<file path="src/rtl/gray_seg_pkg.sv">
package gray_seg_pkg;
  typedef struct packed {
    logic load;   // capture a fresh conversion into the output register
  } segCtrl_t;
endpackage

</file>
<file path="src/rtl/gray_seg_dp.sv">
module gray_seg_dp
  import gray_seg_pkg::*;
#(
  parameter int ADDR_W  = 8,
  parameter int SPLIT   = 3,
  parameter bit REG_OUT = 1'b1
) (
  input  logic              clk,
  input  logic              rstN,
  input  logic [ADDR_W-1:0] inAddr,
  input  segCtrl_t          ctrl,
  output logic [ADDR_W-1:0] grayOut
);
  localparam int TOP_BIT   = ADDR_W - 1;
  localparam int LOW_TOP   = SPLIT - 1;   // -1 when there is no lower field

  logic [ADDR_W-1:0] grayComb;

  // One flat layer: each bit is a copy or a single XOR of two inputs.
  for (genvar j = 0; j < ADDR_W; j++) begin : gBit
    if (j == TOP_BIT || j == LOW_TOP) begin : gCopy
      assign grayComb[j] = inAddr[j];
    end else begin : gXor
      assign grayComb[j] = inAddr[j+1] ^ inAddr[j];
    end
  end

  if (REG_OUT) begin : gReg
    logic [ADDR_W-1:0] grayQ;
    always_ff @(posedge clk or negedge rstN) begin
      if (!rstN)          grayQ <= '0;
      else if (ctrl.load) grayQ <= grayComb;
    end
    assign grayOut = grayQ;
  end else begin : gComb
    assign grayOut = grayComb;
  end
endmodule

</file>
<file path="src/rtl/gray_seg_ctrl.sv">
module gray_seg_ctrl
  import gray_seg_pkg::*;
#(
  parameter bit REG_OUT = 1'b1
) (
  input  logic     clk,
  input  logic     rstN,
  input  logic     inValid,
  output segCtrl_t ctrl,
  output logic     outValid
);
  always_comb ctrl.load = inValid;

  if (REG_OUT) begin : gReg
    logic validQ;
    always_ff @(posedge clk or negedge rstN) begin
      if (!rstN) validQ <= 1'b0;
      else       validQ <= inValid;
    end
    assign outValid = validQ;
  end else begin : gComb
    assign outValid = inValid;
  end
endmodule

</file>
<file path="src/rtl/gray_seg_conv.sv">
module gray_seg_conv
  import gray_seg_pkg::*;
#(
  parameter int ADDR_W  = 8,
  parameter int SPLIT   = 3,
  parameter bit REG_OUT = 1'b1
) (
  input  logic              clk,
  input  logic              rstN,
  input  logic              inValid,
  input  logic [ADDR_W-1:0] inAddr,
  output logic              outValid,
  output logic [ADDR_W-1:0] outGray
);
  if (SPLIT < 0 || SPLIT > ADDR_W - 2) begin : gBadSplit
    $error("gray_seg_conv: SPLIT must lie in 0..ADDR_W-2");
  end

  segCtrl_t ctrl;

  gray_seg_ctrl #(.REG_OUT(REG_OUT)) ctrl_i (
    .clk      (clk),
    .rstN     (rstN),
    .inValid  (inValid),
    .ctrl     (ctrl),
    .outValid (outValid)
  );

  gray_seg_dp #(.ADDR_W(ADDR_W), .SPLIT(SPLIT), .REG_OUT(REG_OUT)) dp_i (
    .clk     (clk),
    .rstN    (rstN),
    .inAddr  (inAddr),
    .ctrl    (ctrl),
    .grayOut (outGray)
  );
endmodule

</file>
<file path="config.mk">
export PLATFORM = sky130hd
export DESIGN_NAME = gray_seg_conv
export DESIGN_NICKNAME = d
export VERILOG_FILES = /design/src/rtl/gray_seg_pkg.sv /design/src/rtl/gray_seg_dp.sv /design/src/rtl/gray_seg_ctrl.sv /design/src/rtl/gray_seg_conv.sv
export SDC_FILE = /design/constraint.sdc
export NUM_CORES = 1
export LEC_CHECK = 0
export BUFFER_PORTS_ARGS = -buffer_cell sky130_fd_sc_hd__buf_2
export CAP_MARGIN = 20
export CORE_AREA = 2 2 39 41
export CTS_CLUSTER_SIZE = 20
export DETAILED_ROUTE_END_ITERATION = 7
export DIE_AREA = 0 0 41 43
export GPL_ROUTABILITY_DRIVEN = 1
export PLACE_DENSITY = 0.56
export RECOVER_POWER = 100
export SLEW_MARGIN = 25
export SYNTH_ARGS = -nofsm -noshare
export SYNTH_HDL_FRONTEND = slang
export SYNTH_SLANG_ARGS = --single-unit
</file>
<file path="constraint.sdc">
create_clock -name clk -period 1.1 [get_ports clk]
set_clock_uncertainty 0.15 [all_clocks]
set_input_delay 0.055 -clock clk [delete_from_list [all_inputs] [get_ports clk]]
set_output_delay 0.055 -clock clk [all_outputs]
set_load 0.02 [all_outputs]
</file>
==> results.json, run 1 <==
{
  "p_per_area_nw_per_um2": 1380,
  "cp.required_ps": 890,
  "slew_viol_final": 0,
  "run_status": "finished with violations",
  "period_minus_slack_ps": 988,
  "peakVddDrop_mv": 0.616,
  "syn_area_sq_um": 364,
  "cts.path.max_buffers": 2,
  "row_count": 14,
  "core_sq_um": 1380,
  "final_net_count": 75,
  "synth-simple-area-share_pct": 6.19,
  "postCtsResizedCells": 0,
  "die-area_sq_um": 1760,
  "cts_tree": "yes",
  "yosysWarnings": 0,
  "synth-xor-area-share_pct": 14.4,
  "cts_buffers": 3,
  "synthAdderAreaFrac_pct": 0,
  "final_common_cell": "dlygate4sd3_1",
  "detail_route.first_pass.iterations": 4,
  "synth-compound-area-share_pct": 8.25,
  "die_x_microns": 41,
  "cp.arrival_ps": 780,
  "crit_type": "register to output port",
  "grtUsageTotal_pct": 10.6,
  "layout_common_cells": "10 x dlygate4sd3_1, 9 x dfrtp_1, 9 x clkbuf_2, 7 x clkbuf_1",
  "crit_path_end_kind": "output port",
  "synth.mux.area_fraction_pct": 6.19,
  "worst-path-buf-inv": 1,
  "leakagePower_nw": 0.263,
  "crit_family": "flip-flops",
  "route.detailed.drc": 0,
  "hold_class": "input port to register",
  "post_drt_via_cell_ratio": 4.05,
  "violations": "negative hold slack",
  "cap_viol_max_count": 0,
  "gr-total-overflow": 0,
  "hold-worst-slack_ps": -29.7,
  "post_cts_buffers": 0,
  "syn-instance-count": 30,
  "setup_viol": 0,
  "fmax_ghz": 1.01,
  "grt_pass1_wl_microns": 1240,
  "slew_headroom_pct": 67.8,
  "worstPathCellList": "clkbuf_2",
  "fp.dieH_microns": 43,
  "cp_max_fo": 2,
  "clk_latency_ps": 250,
  "clkSlewWorstSetupHoldPaths_ps": 60,
  "yosysUniqueCellTypes": 6,
  "antenna_found_initial": 0,
  "cts_root_buf": "clkbuf_4",
  "cp_slowest_cell": "dfrtp_1",
  "tns_ps": 0,
  "rrSetupSlack_ps": 200,
  "dp_hpwl_microns": 547,
  "ys_ff_latch": 9,
  "ant_nets": 0,
  "rsz0062_at_grt": "no",
  "wirelength_microns": 776,
  "drt_iter0_drc": 4,
  "htreeDepth": 1,
  "diodes": 0,
  "io-pin-count": 20,
  "synth_top_family_by_area": "XOR/XNOR gates",
  "wl_per_cell_microns": 9.82,
  "synth_area_per_cell_sq_um": 12.1,
  "place_congestion": 0.625,
  "num_vias": 320,
  "critPathLaunchType": "register",
  "cts.sinks": 9,
  "finalHoldViolations": 2,
  "grt_pass1_vias": 308,
  "ctsHoldBuffers": 10,
  "io_buffer_count": 19,
  "start_util_pct": 26.3,
  "synthesis.nets": 41,
  "utilization_pct": 42.9,
  "fin_crit_sh_pct": 89.8,
  "slowest_delay_ps": 380,
  "areaGrowthSynthToFinish_pct": 63.2,
  "drive_above_1_share_pct": 30.2,
  "yosysSeqAreaShare_pct": 61.9,
  "worst_slew_pin_slew_ps": 483,
  "grt_start_max_net_pins": 10
}
[synthesized netlist by cell type]
library cell  number  area share (%)
dfrtp_1            9              62
a21oi_1            6             8.2
nor2_1             6             6.2
xnor2_1            6              14
mux2_2             2             6.2
buf_6              1             3.1
[flip-flops by register name, indices dropped and copies added, names as in the netlist]
| name | flops |
|---|---|
| dp_i.grayOut | 8 |
| ctrl_i.outValid | 1 |
[worst paths after layout]
check | startpoint | end | cells after the start
setup / recovery | dp_i.grayOut[5]$_DFFE_PN0P_ | outGray[5] | 1
hold / removal | inValid | dp_i.grayOut[7]$_DFFE_PN0P_ | 2
setup reg to reg | dp_i.grayOut[7]$_DFFE_PN0P_ | dp_i.grayOut[7]$_DFFE_PN0P_ | 1
hold reg to reg | dp_i.grayOut[2]$_DFFE_PN0P_ | dp_i.grayOut[2]$_DFFE_PN0P_ | 1
max in group asynchronous | rstN | dp_i.grayOut[4]$_DFFE_PN0P_ | 2
min in group asynchronous | rstN | dp_i.grayOut[1]$_DFFE_PN0P_ | 2
[cell type report]
type                    instances  area (sq um)
multi-input cells              20           128
fillers                       138           790
well taps                      16          20.0
repair buffers                 30           195
flip-flops and latches          9           225
clock buffers                   4          26.3
[where the power goes]
group	switching (mW)	internal (mW)
Sequential	0.0183	0.367
Combinational	0.106	0.0906
Clock	0.100	0.139
[per-stage QoR]
step	total power [mW]	std cells	setup WS, ps	cell area (sq um)	hold slack (ps)
after global placement	0.563	65	228	475	-232
final	0.821	79	112	594	-29.7
after floorplan	0.490	30	124	364	-391
after global routing	0.886	79	51.1	594	-35.9
after detailed placement	0.566	65	207	475	-234
after CTS	0.843	79	92.2	602	-32.6
[routing by layer]
metal	GRT usage, %	wire length (microns)	vias to the layer above
met1	12.7	361	142
met4	4.00	0	0
met2	15.9	357	14
li1	-	-	164
met3	4.71	57	0
met5	0	0	-
[logic make-up after synthesis]
logic type	count (synthesis)
buf+inv	1
xor+xnor	6
simple gates	6
mux	2
flops	9
compound gates	6
No activity file was read; power rests on OpenSTA's default activity.
==> run 2: changes to the inputs <==
--- a/config.mk
+++ b/config.mk
@@ -12,6 +12,7 @@
 export DETAILED_ROUTE_END_ITERATION = 7
 export DIE_AREA = 0 0 41 43
 export GPL_ROUTABILITY_DRIVEN = 1
+export HOLD_SLACK_MARGIN = 0.12
 export PLACE_DENSITY = 0.56
 export RECOVER_POWER = 100
 export SLEW_MARGIN = 25
==> run 2 against run 1 <==
Against the previous run: the run still ends with negative hold slack left; setup slack worse by 22 ps; first-iteration DRC count is the same; highest routed layer unchanged; sequential cell count did not move; largest power group unchanged; critical path type is now input port to async pin; combinational power is essentially flat; clock power hardly changed; register-to-register slack about the same.
==> results.json, run 2 (synthesis results as in run 1) <==
{
  "run_status": "finished with violations",
  "violations": "negative hold slack",
  "power_switching_uw": 224,
  "power.share.combinational_pct": 23.9,
  "gr-total-overflow": 0,
  "die_x_microns": 41,
  "layout_common_cells": "10 x dlygate4sd3_1, 9 x dfrtp_1, 9 x clkbuf_2, 8 x clkbuf_1",
  "crit_type": "input port to async pin",
  "hold_class": "input port to register",
  "largest_reg_flops": 8,
  "worst_slew_pin_slew_ps": 306,
  "grt_pass1_vias": 313,
  "grtUsageTotal_pct": 10.6,
  "leakagePower_nw": 0.261,
  "ant_nets": 0,
  "cp.arrival_ps": 1320,
  "critPathLaunchType": "input port",
  "final_net_count": 75,
  "crit_path_end_kind": "async pin",
  "dp_hpwl_microns": 547,
  "num_vias": 316,
  "cap_viol_max_count": 0,
  "clk_latency_ps": 250,
  "period_minus_slack_ps": 1010,
  "fin_cells": 79,
  "detail_route.first_pass.iterations": 4,
  "wl_per_cell_microns": 9.61,
  "areaGrowthSynthToFinish_pct": 63.6,
  "cp.required_ps": 1410,
  "post_cts_buffers": 0,
  "htreeDepth": 1,
  "rsz0062_at_grt": "no",
  "place_inst": 65,
  "cts_tree": "yes",
  "fmax_ghz": 0.990,
  "place_area_sq_um": 475,
  "slew_viol_final": 0,
  "route.detailed.drc": 0,
  "slew_headroom_pct": 79.6,
  "pwr-share-seq_pct": 47.0,
  "total_power_uw": 821,
  "start_util_pct": 26.3,
  "grt_pass1_wl_microns": 1230,
  "p_per_area_nw_per_um2": 1380,
  "peakVddDrop_mv": 0.611,
  "setup_viol": 0,
  "hold-worst-slack_ps": -94.1,
  "internal-power_uw": 597,
  "final_area_sq_um": 596,
  "diodes": 0,
  "post_drt_via_cell_ratio": 4.00,
  "finalHoldViolations": 1,
  "grt_start_max_net_pins": 10,
  "cts_buffers": 3,
  "core_sq_um": 1380,
  "cts.sinks": 9,
  "fp.dieH_microns": 43,
  "fin_crit_sh_pct": 91.8,
  "drive_above_1_share_pct": 28.6,
  "antenna_found_initial": 0,
  "drt_iter0_drc": 4,
  "tns_ps": 0,
  "cts.path.max_buffers": 2,
  "pwr-share-clk_pct": 29.1,
  "final_common_cell": "dlygate4sd3_1",
  "io-pin-count": 20,
  "wirelength_microns": 759,
  "cp_max_fo": 9,
  "place_congestion": 0.625,
  "swShare_pct": 27.3,
  "die-area_sq_um": 1760,
  "clkSlewWorstSetupHoldPaths_ps": 60,
  "row_count": 14,
  "ctsHoldBuffers": 10,
  "io_buffer_count": 19,
  "cts_root_buf": "clkbuf_4"
}
run 2: worst max-delay path: stages:
cell and delay, ps:
dlygate4sd3_1 510, dlygate4sd3_1 540, clkbuf_4 200
run 2: cell type report:
type                    count  area (sq um)
repair buffers             30           196
multi-input cells          20           128
fillers                   135           788
well taps                  16          20.0
flip-flops and latches      9           225
clock buffers               4          26.3
run 2: worst paths after layout:
path | start | endpoint | slack [ps] | cells past startpoint
max | rstN | dp_i.grayOut[4]$_DFFE_PN0P_ | 90 | 3
min | inValid | ctrl_i.outValid$_DFF_PN0_ | -90 | 1
max reg2reg | dp_i.grayOut[7]$_DFFE_PN0P_ | dp_i.grayOut[7]$_DFFE_PN0P_ | 200 | 1
min reg2reg | dp_i.grayOut[2]$_DFFE_PN0P_ | dp_i.grayOut[2]$_DFFE_PN0P_ | 360 | 1
max in group clk | dp_i.grayOut[5]$_DFFE_PN0P_ | outGray[5] | 110 | 1
min in group asynchronous | rstN | dp_i.grayOut[1]$_DFFE_PN0P_ | 570 | 3
run 2: power by group through the flow:
| stage | combinational, mW | clock, mW | sequential (mW) |
|---|---|---|---|
| after global placement | 0.173 | 0 | 0.390 |
| after detailed placement | 0.175 | 0 | 0.391 |
| after CTS | 0.202 | 0.255 | 0.386 |
| after floorplan | 0.0533 | 0 | 0.436 |
| final | 0.196 | 0.239 | 0.386 |
| after global routing | 0.216 | 0.280 | 0.391 |
run 2: timing repair:
item / CTS / global route
endpoints found under the hold margin: 18 / 8
endpoints found under the setup margin: 0 / 9
gates resized for setup: 0 / 1
run 2: metal layers:
metal	routed length [microns]	share of wire (%)	global-route usage (%)
met1	362	48	12.4
met2	340	45	16.3
met3	56	7.4	4.71
met4	0	0	4.00
met5	0	0	0
run 2: metrics by stage:
stage          util, %  setup slack [ps]  hold WS [ps]
2_1_floorplan        -               124          -391
3_3_place_gp      34.4               228          -232
3_5_place_dp      34.4               207          -234
4_1_cts           43.5              46.2          -152
5_1_grt           43.0              25.6         -93.1
6_report          43.0              90.0         -94.1
